==> src/rtl/lpenc_pkg.sv <==
package lpenc_pkg;

    localparam int ADDR_W = 3;
    localparam int CFG_W  = 7;
    localparam int STAT_W = 4;

    // register offsets
    localparam logic [ADDR_W-1:0] A_CTRL   = 3'd0;
    localparam logic [ADDR_W-1:0] A_CFG    = 3'd1;
    localparam logic [ADDR_W-1:0] A_CMP    = 3'd2;
    localparam logic [ADDR_W-1:0] A_RELOAD = 3'd3;
    localparam logic [ADDR_W-1:0] A_COUNT  = 3'd4;
    localparam logic [ADDR_W-1:0] A_STAT   = 3'd5;
    localparam logic [ADDR_W-1:0] A_CLR    = 3'd6;

    // control bits
    localparam int CTRL_EN    = 0;
    localparam int CTRL_START = 1;

    // status bits
    localparam int SB_CMPOK = 0;
    localparam int SB_RELOK = 1;
    localparam int SB_MATCH = 2;
    localparam int SB_WRAP  = 3;

    typedef enum logic [1:0] {
        ST_OFF  = 2'd0,
        ST_IDLE = 2'd1,
        ST_RUN  = 2'd2
    } run_state_e;

    typedef enum logic [1:0] {
        POL_RISE = 2'd0,
        POL_FALL = 2'd1,
        POL_BOTH = 2'd2,
        POL_NONE = 2'd3
    } edge_pol_e;

    typedef struct packed {
        logic [2:0] presc;
        edge_pol_e  pol;
        logic       ext_cnt;
        logic       enc;
    } cfg_t;

endpackage

==> src/rtl/lpenc_edge_sync.sv <==
module lpenc_edge_sync #(
    parameter int N = 2
) (
    input  logic         clk,
    input  logic         rst_n,
    input  logic [N-1:0] pins,
    output logic [N-1:0] lvl,
    output logic [N-1:0] lvl_q
);

    generate
        for (genvar i = 0; i < N; i++) begin : g_ch
            logic meta_r, sync_r, hist_r;
            always_ff @(posedge clk or negedge rst_n) begin
                if (!rst_n) begin
                    meta_r <= 1'b0;
                    sync_r <= 1'b0;
                    hist_r <= 1'b0;
                end else begin
                    meta_r <= pins[i];
                    sync_r <= meta_r;
                    hist_r <= sync_r;
                end
            end
            assign lvl[i]   = sync_r;
            assign lvl_q[i] = hist_r;
        end
    endgenerate

endmodule

==> src/rtl/lpenc_step_gen.sv <==
module lpenc_step_gen
    import lpenc_pkg::*;
(
    input  logic       clk,
    input  logic       rst_n,
    input  logic       enc,
    input  logic       ext_cnt,
    input  edge_pol_e  pol,
    input  logic [1:0] lvl,
    input  logic [1:0] lvl_q,
    output logic       step_up,
    output logic       step_dn
);

    logic a_now, b_now, a_old, b_old, a_chg, b_chg, hit;

    assign a_now = lvl[0];
    assign b_now = lvl[1];
    assign a_old = lvl_q[0];
    assign b_old = lvl_q[1];
    assign a_chg = a_now ^ a_old;
    assign b_chg = b_now ^ b_old;

    function automatic logic pol_hit(input edge_pol_e p, input logic nv);
        case (p)
            POL_RISE: return nv;
            POL_FALL: return !nv;
            POL_BOTH: return 1'b1;
            default:  return 1'b0;
        endcase
    endfunction

    always_comb begin
        step_up = 1'b0;
        step_dn = 1'b0;
        hit     = 1'b0;
        if (enc) begin
            if (a_chg ^ b_chg) begin
                hit = a_chg ? pol_hit(pol, a_now) : pol_hit(pol, b_now);
                if (hit) begin
                    if (a_now ^ b_old) step_up = 1'b1;
                    else               step_dn = 1'b1;
                end
            end
        end else if (ext_cnt) begin
            step_up = a_chg && pol_hit(pol, a_now);
        end else begin
            step_up = 1'b1;
        end
    end

    // input B alone never produces a step in external-count mode
    p_b_ignored_r7: assert property (@(posedge clk) disable iff (!rst_n)
        (!enc && ext_cnt && (lvl[0] == lvl_q[0])) |-> (!step_up && !step_dn));

    // polarity code 3 suppresses encoder steps
    p_pol_none_r9: assert property (@(posedge clk) disable iff (!rst_n)
        (enc && pol == POL_NONE) |-> (!step_up && !step_dn));

endmodule

==> src/rtl/lpenc_counter.sv <==
module lpenc_counter #(
    parameter int W = 16
) (
    input  logic         clk,
    input  logic         rst_n,
    input  logic         clear,
    input  logic         run,
    input  logic         step_up,
    input  logic         step_dn,
    input  logic [W-1:0] ceil,
    input  logic [W-1:0] cmp,
    output logic [W-1:0] cnt,
    output logic         hit_cmp,
    output logic         hit_wrap
);

    logic [W-1:0] nxt;
    logic         wrap, step;

    always_comb begin
        nxt  = cnt;
        wrap = 1'b0;
        if (step_up) begin
            wrap = (cnt >= ceil);
            nxt  = wrap ? '0 : cnt + W'(1);
        end else if (step_dn) begin
            wrap = (cnt == '0);
            nxt  = wrap ? ceil : cnt - W'(1);
        end
    end

    assign step     = run && (step_up || step_dn);
    assign hit_cmp  = step && (nxt == cmp);
    assign hit_wrap = step && wrap;

    always_ff @(posedge clk or negedge rst_n) begin
        if (!rst_n)     cnt <= '0;
        else if (clear) cnt <= '0;
        else if (step)  cnt <= nxt;
    end

    // counting up from the ceiling lands on zero
    p_wrap_up_r6: assert property (@(posedge clk) disable iff (!rst_n)
        (run && step_up && !clear && cnt >= ceil) |=> (cnt == '0));

    // counting down from zero lands on the ceiling
    p_wrap_dn_r10: assert property (@(posedge clk) disable iff (!rst_n)
        (run && !step_up && step_dn && !clear && cnt == '0) |=> (cnt == $past(ceil)));

    // a stopped counter keeps its value
    p_hold_r12: assert property (@(posedge clk) disable iff (!rst_n)
        (!run && !clear) |=> $stable(cnt));

endmodule

==> src/rtl/lpenc_timer.sv <==
module lpenc_timer
    import lpenc_pkg::*;
#(
    parameter int CNT_W = 16
) (
    input  logic              clk,
    input  logic              rst_n,
    input  logic              in_a,
    input  logic              in_b,
    input  logic [ADDR_W-1:0] bus_addr,
    input  logic [CNT_W-1:0]  bus_wdata,
    input  logic              bus_we,
    input  logic              bus_re,
    output logic [CNT_W-1:0]  bus_rdata
);

    localparam logic [CNT_W-1:0] CEIL_MAX = '1;

    run_state_e          state_q, state_d;
    cfg_t                cfg_q;
    logic [CNT_W-1:0]    cmp_q, rel_q, cnt, rd_mux;
    logic [STAT_W-1:0]   stat_q, stat_set, stat_clr;
    logic                wr_ctrl, wr_cfg, wr_cmp, wr_rel, wr_clr;
    logic                en, run, clr_cnt;
    logic [1:0]          lvl, lvl_q;
    logic                step_up, step_dn, hit_cmp, hit_wrap;

    assign wr_ctrl = bus_we && (bus_addr == A_CTRL);
    assign wr_cfg  = bus_we && (bus_addr == A_CFG);
    assign wr_cmp  = bus_we && (bus_addr == A_CMP);
    assign wr_rel  = bus_we && (bus_addr == A_RELOAD);
    assign wr_clr  = bus_we && (bus_addr == A_CLR);

    // ---------------- state register ----------------
    always_ff @(posedge clk or negedge rst_n) begin
        if (!rst_n) state_q <= ST_OFF;
        else        state_q <= state_d;
    end

    // ---------------- transitions ----------------
    always_comb begin
        state_d = state_q;
        unique case (state_q)
            ST_OFF: begin
                if (wr_ctrl && bus_wdata[CTRL_EN]) state_d = ST_IDLE;      // T_ENABLE
            end
            ST_IDLE: begin
                if (wr_ctrl) begin
                    if (!bus_wdata[CTRL_EN])         state_d = ST_OFF;     // T_DISABLE
                    else if (bus_wdata[CTRL_START])  state_d = ST_RUN;     // T_START
                end
            end
            ST_RUN: begin
                if (wr_ctrl && !bus_wdata[CTRL_EN]) state_d = ST_OFF;      // T_STOP
            end
            default: state_d = ST_OFF;
        endcase
    end

    // ---------------- state outputs ----------------
    always_comb begin
        en      = 1'b0;
        run     = 1'b0;
        clr_cnt = 1'b0;
        unique case (state_q)
            ST_OFF:  clr_cnt = (state_d == ST_IDLE);
            ST_IDLE: en      = 1'b1;
            ST_RUN:  begin en = 1'b1; run = 1'b1; end
            default: ;
        endcase
    end

    // ---------------- configuration and limits ----------------
    always_ff @(posedge clk or negedge rst_n) begin
        if (!rst_n) begin
            cfg_q <= '0;
        end else if (wr_cfg && !en) begin
            cfg_q <= '{presc:   3'd0,
                       pol:     edge_pol_e'(bus_wdata[3:2]),
                       ext_cnt: bus_wdata[1],
                       enc:     bus_wdata[0]};
        end
    end

    always_ff @(posedge clk or negedge rst_n) begin
        if (!rst_n) begin
            cmp_q <= '0;
            rel_q <= CEIL_MAX;
        end else begin
            if (wr_cmp && en) cmp_q <= bus_wdata;
            if (wr_rel && en) rel_q <= bus_wdata;
        end
    end

    // ---------------- status flags ----------------
    always_comb begin
        stat_set           = '0;
        stat_set[SB_CMPOK] = wr_cmp && en;
        stat_set[SB_RELOK] = wr_rel && en;
        stat_set[SB_MATCH] = hit_cmp;
        stat_set[SB_WRAP]  = hit_wrap;
        stat_clr           = wr_clr ? bus_wdata[STAT_W-1:0] : '0;
    end

    always_ff @(posedge clk or negedge rst_n) begin
        if (!rst_n) stat_q <= '0;
        else        stat_q <= (stat_q & ~stat_clr) | stat_set;
    end

    // ---------------- read path ----------------
    always_comb begin
        rd_mux = '0;
        case (bus_addr)
            A_CTRL: begin
                rd_mux[CTRL_EN]    = en;
                rd_mux[CTRL_START] = run;
            end
            A_CFG:    rd_mux[CFG_W-1:0]  = cfg_q;
            A_CMP:    rd_mux             = cmp_q;
            A_RELOAD: rd_mux             = rel_q;
            A_COUNT:  rd_mux             = cnt;
            A_STAT:   rd_mux[STAT_W-1:0] = stat_q;
            default:  rd_mux             = '0;
        endcase
    end

    always_ff @(posedge clk or negedge rst_n) begin
        if (!rst_n)      bus_rdata <= '0;
        else if (bus_re) bus_rdata <= rd_mux;
    end

    // ---------------- datapath ----------------
    lpenc_edge_sync #(.N(2)) u_sync (
        .clk   (clk),
        .rst_n (rst_n),
        .pins  ({in_b, in_a}),
        .lvl   (lvl),
        .lvl_q (lvl_q)
    );

    lpenc_step_gen u_step (
        .clk     (clk),
        .rst_n   (rst_n),
        .enc     (cfg_q.enc),
        .ext_cnt (cfg_q.ext_cnt),
        .pol     (cfg_q.pol),
        .lvl     (lvl),
        .lvl_q   (lvl_q),
        .step_up (step_up),
        .step_dn (step_dn)
    );

    lpenc_counter #(.W(CNT_W)) u_cnt (
        .clk      (clk),
        .rst_n    (rst_n),
        .clear    (clr_cnt),
        .run      (run),
        .step_up  (step_up),
        .step_dn  (step_dn),
        .ceil     (rel_q),
        .cmp      (cmp_q),
        .cnt      (cnt),
        .hit_cmp  (hit_cmp),
        .hit_wrap (hit_wrap)
    );

    // ---------------- assertions ----------------
    // OFF never jumps straight to RUN
    p_start_needs_en_r2: assert property (@(posedge clk) disable iff (!rst_n)
        (state_q == ST_OFF) |=> (state_q != ST_RUN));

    // limit writes while disabled leave the limits alone
    p_rel_ignored_r3: assert property (@(posedge clk) disable iff (!rst_n)
        (state_q == ST_OFF && wr_rel) |=> $stable(rel_q));
    p_cmp_ignored_r3: assert property (@(posedge clk) disable iff (!rst_n)
        (state_q == ST_OFF && wr_cmp) |=> $stable(cmp_q));

    // completion flag survives until its clear bit is written
    p_cmpok_sticky_r4: assert property (@(posedge clk) disable iff (!rst_n)
        (stat_q[SB_CMPOK] && !(wr_clr && bus_wdata[SB_CMPOK])) |=> stat_q[SB_CMPOK]);

    // configuration is frozen while enabled
    p_cfg_frozen_r5: assert property (@(posedge clk) disable iff (!rst_n)
        (state_q != ST_OFF) |=> $stable(cfg_q));

endmodule

==> config.mk <==
export PLATFORM = sky130hd
export DESIGN_NAME = lpenc_timer
export DESIGN_NICKNAME = d
export VERILOG_FILES = /design/src/rtl/lpenc_pkg.sv /design/src/rtl/lpenc_edge_sync.sv /design/src/rtl/lpenc_step_gen.sv /design/src/rtl/lpenc_counter.sv /design/src/rtl/lpenc_timer.sv
export SDC_FILE = /design/constraint.sdc
export NUM_CORES = 1
export LEC_CHECK = 0
export BUFFER_PORTS_ARGS = -buffer_cell sky130_fd_sc_hd__clkbuf_2
export CAP_MARGIN = 20
export CORE_MARGIN = 10
export CORE_UTILIZATION = 55
export CTS_CLUSTER_SIZE = 24
export DETAILED_ROUTE_END_ITERATION = 6
export PLACE_DENSITY = 0.84
export SLEW_MARGIN = 20
export SYNTH_ARGS = -nofsm -noshare
export SYNTH_HDL_FRONTEND = slang
export SYNTH_SLANG_ARGS = --single-unit
==> constraint.sdc <==
create_clock -name clk -period 2.9 [get_ports clk]
set_clock_uncertainty 0.1 [all_clocks]
set_input_delay 0.145 -clock clk [delete_from_list [all_inputs] [get_ports clk]]
set_output_delay 0.145 -clock clk [all_outputs]
set_load 0.01 [all_outputs]
* Word-level counts from Yosys, hierarchy flattened
Index checks and enable logic that the tools add are counted.
Cells by class: reductions and logical operators 25, equal/unequal tests 12, $lt $le $gt $ge 1, bitwise gates (word level) 7, $add $sub $neg 2, mux-type cells 40
Operators by type and width (number):
- $mux 16 | 6
- $pmux 9 s3 | 1
- $mux 1 | 21
- $add 16x1->16 const B | 1
- $eq 16x16->1 | 1
- $ge 16x16->1 | 1
- $logic_not 16->1 | 1
- $sub 16x1->16 const B | 1
- $logic_and 1x1->1 | 14
- $pmux 2 s6 | 1
- $mux 2 | 5
- $pmux 2 s5 | 1
- $eq 3x3->1 const B | 3
- $pmux 3 s3 | 1
- $eq 2x1->1 const B | 3
- $eq 3x2->1 const B | 2
- $pmux 1 s3 | 2
- $pmux 2 s3 | 1
- $and 4x4->4 | 1
- $eq 2x2->1 const B | 2
- $logic_not 1->1 | 4
- $logic_not 2->1 | 2
- $mux 4 | 1
- $not 4->4 | 1
- 7 further kinds | 10
Word-level totals: input port bits 25, logic and storage cells 102, flip-flop bits (word level) 80, output and inout bits 16

* Logic depth before layout (Yosys ltp)
Gate-level depths: netlist of the first run.
depth after elaboration 13, depth in mapped cells 13, mapped depth without buffers 12

* Modules after synthesis
From an unflattened synthesis of the first run, not the netlist that was laid out.
Second synthesis, totals: cells, all modules 608, area total of the unflattened synthesis 5711.7 sq um
Modules (own cells, without submodules):
- lpenc_timer | times used 1, cells each 218, area an instance 2832.7 sq um, seq. area each 1471.4 sq um
- lpenc_counter | times used 1, cells each 366, area an instance 2598.7 sq um, seq. area each 400.4 sq um
- lpenc_edge_sync | times used 1, cells each 10, area an instance 180.2 sq um, seq. area each 150.1 sq um
- lpenc_step_gen | times used 1, cells each 14, area an instance 100.1 sq um, seq. area each 0.0 sq um

* Worst setup path after synthesis of the first run
OpenSTA, ideal clock, no wires.
path type reg-to-reg, start point register rel_q[6], end point register stat_q[2], period minus slack after synthesis 3.148 ns, arrival 2.957 ns, buffers on the path 1, setup time 0.092 ns, required time 2.708 ns, setup slack -0.248 ns, stages on the path, launching flop included 14, path through dfstp_2 -> inv_1 -> ha_1 -> and3_1 -> a221oi_1 -> o21ai_0 -> a22oi_1 -> clkbuf_1 -> a21oi_1 -> a311oi_1 -> xnor2_1 -> o211ai_1 -> nand4b_1 -> o31ai_2
Between the ends: word-level cells in the longest chain between the ends 6, elaborated cells between the ends (all ways) 8, those cells by class 1 x order compare; 1 x eq/ne; 4 x mux; 1 x bitwise; 1 x reduce/logical
Ends and longest elaborated chain:
- from (decl) | RTL line lpenc_timer.sv:21 | logic [CNT_W-1:0] cmp_q, rel_q, cnt, rd_mux;
- from (signal assigned) | RTL line lpenc_timer.sv:91 | if (wr_rel && en) rel_q <= bus_wdata;
- $ge 16x16->1 / $mux 16 (equally long branches) | RTL line lpenc_counter.sv:24, lpenc_counter.sv:28
- $mux 16 (on tied branches) | RTL line lpenc_counter.sv:25, lpenc_counter.sv:26
- $mux 16 * | RTL line lpenc_counter.sv:23 | if (step_up) begin
- $eq 16x16->1 * | RTL line lpenc_counter.sv:33 | assign hit_cmp = step && (nxt == cmp);
- $logic_and 1x1->1 * | RTL line lpenc_counter.sv:33
- $or 4x4->4 * | RTL line lpenc_timer.sv:107 | else stat_q <= (stat_q & ~stat_clr) | stat_set;
- to (signal assigned) | RTL line lpenc_timer.sv:107
- to (decl) | RTL line lpenc_timer.sv:22 | logic [STAT_W-1:0] stat_q, stat_set, stat_clr;
Mark *: on every way between the ends. The rest lies on a longest branch, timed or not. A chain may end at the register's enable or synchronous reset.

* Worst setup path after layout of the first run
start point register rel_q[1], end point register stat_q[2]
The elaborated chain is that of the path after synthesis.

==> flow_summary.ini, run 1 <==
[run_status]
status = finished with violations
violations_in_the_final_reports = setup timing

[critical_path]
reg2reg_from = rel_q[1]
crit_type = flop to flop
cp-endpoint = stat_q[2]
cp-start-kind = flop
critical_path.slowest_cell = dfstp_2
critical_path_arrival_ns = 3.28
critPathRequiredTime_ns = 3.08
timing.reg2reg.setup_slack_ns = -0.20
critical_path_origin = rel_q[1]
max_fanout_on_critical_path = 6
timing.rr.end = stat_q[2]
timing.critical_path.slowest_cell_delay_ns = 0.54
critical_path.cell_chain = inv_1, ha_1, a211o_1, a31oi_4, o21ai_2, a22oi_2, buf_4, buf_6, a21oi_4, a311oi_2, xnor2_1, o211ai_1, nand4b_1, o31ai_2
cp-end-kind = flop
r2r_cells = 14

[power]
cell_internal_pwr_mw = 4.46
power_density_nw_per_um2 = 1130
switchingPower_mw = 3.73
swShare_pct = 45.6
p_leak_nw = 3.34
power_frac_clock_pct = 9.6
combinationalPowerShare_pct = 66.7
vdd_drop_max_mv = 0.611
seqPwrFrac_pct = 23.7

[place]
dp.final_hpwl_um = 13400
placed_cell_area_um2 = 6550
gp_congestion = 0.980
dp.cells = 870
portBuffers = 40

[floorplan]
floorplan.die_area_um2 = 14300
die_x_um = 120
placeableCoreArea_um2 = 9730
core.rowCount = 36
die_outline_height_um = 120
floorplan.initialDensity_pct = 56.1
top_level_ports = 41

[clock_tree]
worst_setup_hold_path_clk_slew_ns = 0.09
clock_latency_ns = 0.37
clock_tree.root_cell = clkbuf_8
max-clock-path-buffers = 2
tritoncts.num_buffers = 9
cts_tree = done
clock_tree.htree_level_count = 3
clock-sinks = 80

[synth]
syn_area_um2 = 5460
synth_async_sr_flop_share_pct = 100
ys_types = 69
ys_dominant_reg_cell = dfrtp_1
synth_warnings = 0
synth_sequential_area_ratio_pct = 37.0
synth.top_cells.by_area = dfrtp_1, dfstp_2, a21oi_1
syn-instance-count = 627
synth.top_cell.area_share_pct = 29.3
synth_edf_count = 0
ys_seq_elements = 80
synth.net_count = 676
postSynthAreaPerCell_um2 = 8.71
yosys-top-cells-count = a21oi_1, nor2_1, dfrtp_1, nand2_1, o21ai_0
yosysTopAreaCell = dfrtp_1

[cells_and_area]
antennaDiodeCount = 0
multiInputGateArea_um2 = 3400
final_design_area_no_fill_um2 = 7210
share_of_post_route_cells_with_drive_strength_above_1_pct = 34.0
post-route-util_pct = 74.1
nets = 826
filler_cell_count = 735
post_layout_nonfiller_instances = 915
sequential_cell_area_um2 = 2020
syn2layout_area_growth_pct = 32.1

[drt]
vias_per_cell = 6.19
detailedRoute.firstPassIterationCount = 6
drc = 0
via_count = 5662
routed_wire_length_per_instance_um = 20.3
routed_wirelength_um = 18500
initialDrtViolationCount = 569
antenna_violating_nets_post_route = 0

[timing]
hold_violations = 0
timing.final.max_slew_violations = 0
setup_viol = 1
fraction_of_the_cycle_the_final_worst_path_needs_pct = 107
grt_setup_unrepaired = yes
tightest_slew_margin_relative_to_the_limit_pct = 32.3
slew_at_the_pin_closest_to_its_max_slew_limit_ns = 1.01
post-route-min-period_ns = 3.10
final_critical_path_setup_slack_ns = -0.198
hold-worst-slack_ns = 0.0212
clock.fmax_mhz = 323

[global_routing]
globalRouteOverflowTotal = 0
number_of_antenna_violations_at_the_first_check_in_global_routing = 0
pin_count_of_the_biggest_net_entering_global_routing = 81
grt_pass1_wl_um = 29800
first_global_vias = 5699
groute.usage.overall_pct = 25.9

[min_path]
holdCritPathClass = primary input to flop

[run]
maxCapViolations = 0
==> worst max-delay path, delay by kind of cell, from the launching register on <==
family                   cells  cell delay [ns]
AO/OA/AOI/OAI                8             1.47
XOR/XNOR                     1             0.17
adder cells (fa/ha/maj)      1             0.19
buffers and inverters        3             0.33
flip-flops                   1             0.54
AND/OR/NAND/NOR              1             0.22
==> cell families (layout without fill, tap and decap cells) <==
family | count (synthesis) | in the layout | share of synthesized area [%]
buf+inv | 70 | 225 | 5.20
flops | 80 | 80 | 37.0
xor+xnor | 27 | 27 | 4.33
fa+ha+maj | 24 | 24 | 5.50
simple gates | 212 | 212 | 19.6
compound gates | 168 | 168 | 19.1
mux | 46 | 46 | 9.19
==> layout make-up <==
class	instances	area share, %
Timing Repair Buffer	179	18.5
Clock inverter	7	0.763
Tap cell	133	2.31
Multi-Input combinational cell	477	47.1
Sequential cell	80	28.0
Inverter	30	1.56
Clock buffer	9	1.72
==> metal layers <==
metal  part of all wire (%)  vias up  GRT usage (%)
met2                     47      301           42.6
met1                     40     2757           31.6
met5                      0        -              0
li1                       -     2545              -
met4                    3.3        0           10.5
met3                    9.1       59           6.56
==> stage by stage <==
stage / setup TNS, ns / power [mW] / worst slack (ns)
after detailed placement: -0.424 / 6.74 / -0.369
after global routing: -0.327 / 8.66 / -0.300
after global placement: -0.312 / 6.63 / -0.312
final: -0.198 / 8.19 / -0.198
after floorplan: 0 / 4.60 / 0.0112
after CTS: -0.157 / 7.98 / -0.0870
==> state kept, by name, indices dropped and copies added (netlist names) <==
signal              count
cmp_q                  16
rel_q                  16
u_sync.g_ch.sync_r      2
cfg_q                   4
u_cnt.cnt              16
u_sync.g_ch.hist_r      2
stat_q                  4
state_q                 2
u_sync.g_ch.meta_r      2
bus_rdata              16
==> worst min path at each step <==
stage                     cells past startpoint          from  slack (ns)                     to
after global routing                          3  bus_wdata[0]        0.03             state_q[0]
after floorplan                               0         rst_n       -0.25           bus_rdata[0]
after detailed placement                      1          in_a        0.16  u_sync.g_ch[0].meta_r
after CTS                                     3  bus_wdata[0]       0.004             state_q[0]
final                                         3  bus_wdata[0]        0.02             state_q[0]
after global placement                        1          in_b        0.15  u_sync.g_ch[1].meta_r
==> power groups by stage <==
| stage | Clock [mW] | Combinational (mW) | Sequential (mW) |
|---|---|---|---|
| global placement | 0 | 4.73 | 1.90 |
| detailed placement | 0 | 4.82 | 1.93 |
| floorplan | 0 | 2.76 | 1.85 |
| CTS | 0.798 | 5.26 | 1.92 |
| finish | 0.789 | 5.46 | 1.94 |
| global route | 0.847 | 5.83 | 1.99 |
==> cells in the final DEF (no fill, tap or decap), types with 3 or more instances in the layout <==
| master | instances |
|---|---|
| buf_12 | 3 |
| clkbuf_8 | 9 |
| o21ai_1 | 3 |
| a211o_1 | 3 |
| nand2b_1 | 6 |
| nor2_1 | 67 |
| a22oi_1 | 3 |
| a21oi_1 | 64 |
| a31oi_1 | 3 |
| o21ai_0 | 38 |
| dlygate4sd3_1 | 18 |
| mux2_2 | 23 |
| a21o_1 | 7 |
| inv_2 | 5 |
| nor3_2 | 4 |
| xnor2_1 | 13 |
| nand2_1 | 61 |
| buf_4 | 118 |
| dfrtp_1 | 64 |
| inv_1 | 25 |
| ha_4 | 5 |
| nand3_1 | 9 |
| nor3_1 | 7 |
| nand4_1 | 13 |
| mux2i_1 | 21 |
| a21oi_4 | 3 |
| ha_1 | 18 |
| o22ai_1 | 6 |
| and4_1 | 4 |
| and3_1 | 6 |
| nor2b_1 | 6 |
| xor2_1 | 13 |
| o211ai_1 | 6 |
| nand4b_1 | 3 |
| clkbuf_2 | 39 |
| nor3b_1 | 4 |
| o21ai_2 | 3 |
| dfstp_2 | 16 |
==> repair_timing <==
item | 4_1_cts | 5_1_grt
buffers inserted | 11 | 3
endpoints found under the setup margin | 5 | 5
pin swaps | 18 | 12
gates resized for setup | 27 | 11
hold buffers | 18 | 0
endpoints found under the hold margin | 100 | 0
Note: power is estimated with default switching activity, not from simulation.
==> run 2, diff against run 1 <==
--- a/config.mk
+++ b/config.mk
@@ -7,6 +7,7 @@
 export LEC_CHECK = 0
 export BUFFER_PORTS_ARGS = -buffer_cell sky130_fd_sc_hd__clkbuf_2
 export CAP_MARGIN = 20
+export CORE_ASPECT_RATIO = 1.1
 export CORE_MARGIN = 10
 export CORE_UTILIZATION = 55
 export CTS_CLUSTER_SIZE = 24
==> run 2 against run 1 <==
Critical path depth down 1. Critical path type unchanged. Global-route usage up 0.62 points. Largest power group unchanged. Flip-flop and latch count unchanged. Final cell count is 1.5% lower. Utilization shrank 0.71 points. Fmax fell by 2.7%. Sequential share of layout area up 0.083 points. Combinational power is 4.9% higher. The flow finishes with violations (DRC, setup timing). Non-clock buffer count down 1.
==> flow_summary.ini, run 2 (synthesis gave the netlist of run 1 again) <==
[clock_tree]
tritoncts.num_buffers = 9
worst_setup_hold_path_clk_slew_ns = 0.10
clock_latency_ns = 0.37
clock-sinks = 80
cts_tree = done
clock_tree.root_cell = clkbuf_8
max-clock-path-buffers = 2
clock_tree.htree_level_count = 3

[cells_and_area]
layout_common_cells = buf_4, nor2_1, dfrtp_1, a21oi_1, nand2_1
final_design_area_no_fill_um2 = 7190
share_of_post_route_cells_with_drive_strength_above_1_pct = 33.9
nets = 825
post_layout_nonfiller_instances = 901
syn2layout_area_growth_pct = 31.7
layout_commonest_cell = buf_4
antennaDiodeCount = 0

[floorplan]
floorplan.die_area_um2 = 14300
die_outline_height_um = 125
top_level_ports = 41
placeableCoreArea_um2 = 9790
core.rowCount = 38
floorplan.initialDensity_pct = 55.7
die_x_um = 115

[drt]
routed_wirelength_um = 19600
via_count = 5725
vias_per_cell = 6.35
initialDrtViolationCount = 537
drc = 3
routed_wire_length_per_instance_um = 21.7
antenna_violating_nets_post_route = 0
detailedRoute.firstPassIterationCount = 7

[min_path]
timing.hold.worst.start = bus_wdata[0]
worstHoldEndpoint = state_q[0]
hold_path_depth = 3
holdCritPathClass = primary input to flop

[run_status]
violations_in_the_final_reports = DRC, setup timing
status = finished with violations

[timing]
post-route-min-period_ns = 3.18
fraction_of_the_cycle_the_final_worst_path_needs_pct = 110
setup_viol = 3
hold_violations = 0
timing.final.max_slew_violations = 0
final_critical_path_setup_slack_ns = -0.283
grt_setup_unrepaired = yes
tightest_slew_margin_relative_to_the_limit_pct = 32.4
hold-worst-slack_ns = 0.0246
clock.fmax_mhz = 314
slew_at_the_pin_closest_to_its_max_slew_limit_ns = 1.01

[place]
placed_cell_area_um2 = 6490
portBuffers = 40
dp.cells = 855
dp.final_hpwl_um = 13400
dpl_worst_slack_ns = -0.364
gp_congestion = 0.983

[global_routing]
first_global_vias = 5822
number_of_antenna_violations_at_the_first_check_in_global_routing = 0
groute.usage.overall_pct = 26.5
pin_count_of_the_biggest_net_entering_global_routing = 81
grt.busiest_layer = met2
grtUsageMet3_pct = 5.15
globalRouteOverflowTotal = 0
gr_util_met1_pct = 31.7
grt_pass1_wl_um = 30400
gr-usage-met2_pct = 43.9

[critical_path]
r2r_cells = 13
reg2reg_from = rel_q[13]
timing.critical_path.slowest_cell_delay_ns = 0.55
timing.rr.end = stat_q[2]
critical_path.cell_chain = inv_1, ha_2, a21o_1, a21oi_2, o211ai_1, a22oi_2, buf_6, a21oi_2, a311oi_2, xnor2_1, o211ai_1, nand4b_1, o31ai_2
crit_type = flop to flop
critical_path.slowest_cell = dfstp_2
timing.reg2reg.setup_slack_ns = -0.28
cp-start-kind = flop
cp-end-kind = flop
critical_path_arrival_ns = 3.36
critPathRequiredTime_ns = 3.08
max_fanout_on_critical_path = 5

[power]
power_mw = 8.52
p_leak_nw = 3.33
power_density_nw_per_um2 = 1180
vdd_drop_max_mv = 0.583

[run]
maxCapViolations = 0
-- run 2: area by class of cell --
cell class / count / area [um^2]
Timing Repair Buffer: 178 / 1320
Clock inverter: 5 / 56.3
Clock buffer: 11 / 141
Multi-Input combinational cell: 477 / 3390
Sequential cell: 80 / 2020
Tap cell: 120 / 150
Fill cell: 733 / 2600
Inverter: 30 / 113
-- run 2: stage by stage --
stage | utilization, % | TNS (ns)
2_1_floorplan | - | 0
3_3_place_gp | 66.3 | -0.263
3_5_place_dp | 66.3 | -0.440
4_1_cts | 72.2 | -0.264
5_1_grt | 73.4 | -0.982
6_report | 73.4 | -0.578
-- run 2: metal layers --
metal  up-vias  part of all wire [%]
met2       329                    49
met3        97                   8.3
met1      2759                    38
met5         -                     0
li1       2540                     -
met4         0                   4.9
-- run 2: power by group --
part           internal [mW]  switching, mW  total, mW
clock                  0.421          0.438      0.859
sequential              1.56          0.375       1.93
combinational           2.71           3.02       5.73
-- run 2: critical path: cells and delay by family (launching register included) --
family / cells / cell delay (ns)
compound gates: 8 / 1.58
flops: 1 / 0.55
xor+xnor: 1 / 0.18
fa+ha+maj: 1 / 0.21
buf+inv: 2 / 0.26
simple gates: 1 / 0.21
-- run 2: timing repair --
item | in CTS | in global routing
setup buffers | 9 | 3
gates resized for setup | 19 | 22
setup endpoints to repair | 5 | 11
endpoints found under the hold margin | 95 | 0
pin swaps | 15 | 12
hold buffers | 18 | 0
-- run 2: how the worst max path moves through the flow --
stage | startpoint | to | slack, ns | cells past startpoint
floorplan | rel_q[6] | stat_q[2] | 0.01 | 12
global placement | rel_q[2] | stat_q[2] | -0.26 | 13
detailed placement | rel_q[14] | stat_q[2] | -0.36 | 13
CTS | rel_q[14] | stat_q[2] | -0.17 | 13
global route | rel_q[13] | stat_q[2] | -0.43 | 13
finish | rel_q[13] | stat_q[2] | -0.28 | 13
==> run 3, diff against run 2 <==
--- a/config.mk
+++ b/config.mk
@@ -9,11 +9,12 @@
 export CAP_MARGIN = 20
 export CORE_ASPECT_RATIO = 1.1
 export CORE_MARGIN = 10
-export CORE_UTILIZATION = 55
+export CORE_UTILIZATION = 56
 export CTS_CLUSTER_SIZE = 24
 export DETAILED_ROUTE_END_ITERATION = 6
-export PLACE_DENSITY = 0.84
+export PLACE_DENSITY = 0.85
 export SLEW_MARGIN = 20
 export SYNTH_ARGS = -nofsm -noshare
 export SYNTH_HDL_FRONTEND = slang
+export SYNTH_HIERARCHICAL = 1
 export SYNTH_SLANG_ARGS = --single-unit
==> run 3 against run 2 <==
The flow finishes with violations (setup timing). Via count grew 5.3%. Critical path depth is the same. Clock power grew 16%.
==> flow_summary.ini, run 3 <==
[critical_path]
timing.critical_path.slowest_cell_delay_ns = 0.45
r2r_cells = 13
crit_type = flop to flop
critical_path.cell_chain = or3b_1, o311a_1, o22ai_4, buf_4, nor2b_4, and3_1, o21ai_0, o221ai_2, a222oi_1, and4_1, o2111ai_2, a2111oi_4, a21o_1
max_fanout_on_critical_path = 5
cp-end-kind = flop
critical_path_arrival_ns = 3.69
critPathRequiredTime_ns = 3.12
cp-start-kind = flop
critical_path.slowest_cell = dfrtp_2

[timing]
slew_at_the_pin_closest_to_its_max_slew_limit_ns = 1.05
setup_tns_ns = -0.869
timing.final.max_slew_violations = 0
fraction_of_the_cycle_the_final_worst_path_needs_pct = 120
hold-worst-slack_ns = 0.0409
clock.fmax_mhz = 288
post-route-min-period_ns = 3.47
grt_setup_unrepaired = yes
final_critical_path_setup_slack_ns = -0.570
setup_viol = 6
tightest_slew_margin_relative_to_the_limit_pct = 29.3
hold_violations = 0

[global_routing]
grt_pass1_wl_um = 32800
number_of_antenna_violations_at_the_first_check_in_global_routing = 0
pin_count_of_the_biggest_net_entering_global_routing = 81
groute.usage.overall_pct = 28.8
first_global_vias = 5931
globalRouteOverflowTotal = 0

[min_path]
holdCritPathClass = primary input to flop
hold_path_depth = 4

[clock_tree]
clock_tree.root_cell = clkbuf_8
clock_tree.htree_level_count = 3
cts_tree = done
clock_latency_ns = 0.38
clock-sinks = 80
tritoncts.num_buffers = 9
max-clock-path-buffers = 2
worst_setup_hold_path_clk_slew_ns = 0.10

[power]
power_mw = 6.19
p_leak_nw = 3.47
power_density_nw_per_um2 = 799
vdd_drop_max_mv = 0.546

[drt]
routed_wire_length_per_instance_um = 24.1
drc = 0
antenna_violating_nets_post_route = 0
via_count = 6029
initialDrtViolationCount = 570
routed_wirelength_um = 21700
detailedRoute.firstPassIterationCount = 6
vias_per_cell = 6.69

[synth]
syn-instance-count = 608
synth.top_cell.area_share_pct = 28.0
synth_edf_count = 0
postSynthAreaPerCell_um2 = 9.39
synth_warnings = 6
synth.top_cells.by_area = dfrtp_1, dfstp_2, mux2_2
ys_types = 84
yosys.cell_count.top_type = dfrtp_1
ys_seq_elements = 80
yosys-top-cells-count = dfrtp_1, nand2_1, nor2_1, a21oi_1, inv_1
synth_async_sr_flop_share_pct = 100
synth.net_count = 657
ys_dominant_reg_cell = dfrtp_1
syn_area_um2 = 5710
synth_sequential_area_ratio_pct = 35.4
yosysTopAreaCell = dfrtp_1

[run_status]
status = finished with violations
violations_in_the_final_reports = setup timing

[floorplan]
die_x_um = 116
placeableCoreArea_um2 = 9940
floorplan.die_area_um2 = 14600
top_level_ports = 41
floorplan.initialDensity_pct = 57.5
die_outline_height_um = 126
core.rowCount = 38

[cells_and_area]
sequential_cell_area_um2 = 2020
syn2layout_area_growth_pct = 35.6
layout_commonest_cell = buf_4
multiInputGateArea_um2 = 3640
nets = 825
antennaDiodeCount = 0
share_of_post_route_cells_with_drive_strength_above_1_pct = 41.7
filler_cell_count = 629
post-route-util_pct = 77.9
layout_common_cells = buf_4, dfrtp_1, clkbuf_2, nand2_1, nor2_1

[place]
portBuffers = 40
dpl_worst_slack_ns = -0.581
dp.final_hpwl_um = 15400
gp_congestion = 0.980

[run]
maxCapViolations = 0
run 3: changes by cell type in the layout (fill, tap and decap cells not counted), sizes merged, moves of 11 or more:
cell     previous run  this run
nor2               67        37
o21ai              44        18
mux2i              22         6
o2bb2ai             0        14
mux2               23        36
buf               121       152
nand2              61        36
a22oi               4        15
nand3              10        28
a2bb2oi             1        14
a21oi              68        34
run 3: power breakdown:
| group | leakage (nW) | switching [mW] | total, mW | internal [mW] |
|---|---|---|---|---|
| sequential | 1.01 | 0.295 | 1.73 | 1.44 |
| clock | 0.114 | 0.490 | 0.993 | 0.503 |
| combinational | 2.34 | 1.80 | 3.46 | 1.66 |
run 3: cell type report:
| type | count | share of cell area, % |
|---|---|---|
| Inverter | 30 | 1.45 |
| Timing Repair Buffer | 209 | 20.4 |
| Sequential cell | 80 | 26.1 |
| Clock buffer | 9 | 1.60 |
| Multi-Input combinational cell | 446 | 47.1 |
| Tap cell | 120 | 1.94 |
| Clock inverter | 7 | 1.39 |
run 3: worst paths after layout:
| path | start | to | slack (ns) |
|---|---|---|---|
| hold reg to reg | u_sync/g_ch[1].meta_r | u_sync/g_ch[1].sync_r | 0.26 |
| setup / recovery | cfg_q[2] | stat_q[2] | -0.57 |
| max in group asynchronous | rst_n | cfg_q[2] | 1.61 |
| setup reg to reg | cfg_q[2] | stat_q[2] | -0.57 |
| hold / removal | bus_addr[0] | state_q[0] | 0.04 |
| min in group asynchronous | rst_n | bus_rdata[9] | 0.35 |
run 3: kinds of logic after synthesis:
kind of cell | synth area share [%]
flops | 35.4
mux | 8.74
compound gates | 22.4
fa+ha+maj | 5.26
simple gates | 19.1
buf+inv | 6.86
xor+xnor | 2.30
run 3: routing by layer:
metal | vias up | global-route usage [%] | part of all wire (%)
met1 | 2909 | 33.2 | 37
met4 | 0 | 19.0 | 6.7
met5 | - | 0 | 0
met3 | 118 | 4.08 | 6.9
li1 | 2615 | - | -
met2 | 387 | 48.3 | 49
run 3: metrics by stage:
| stage | area [um^2] | cells |
|---|---|---|
| detailed placement | 6810 | 848 |
| finish | 7740 | 901 |
| global placement | 6810 | 848 |
| global route | 7740 | 901 |
| floorplan | 5730 | 608 |
| CTS | 7430 | 889 |
run 3: worst max-delay path, delay by kind of cell, from the launching register on:
kind | cells | cell delay, ns
AO/OA/AOI/OAI | 8 | 1.82
AND/OR/NAND/NOR | 4 | 0.89
flip-flops | 1 | 0.45
buffers and inverters | 1 | 0.15
run 3: repair_timing:
item                       4_1_cts  5_1_grt
setup endpoints to repair        6       12
setup buffers                    7       13
hold endpoints to repair        99        0
pin swaps                       14       31
hold buffers                    18        0
gates resized for setup         27       47
gates cloned                     0        0
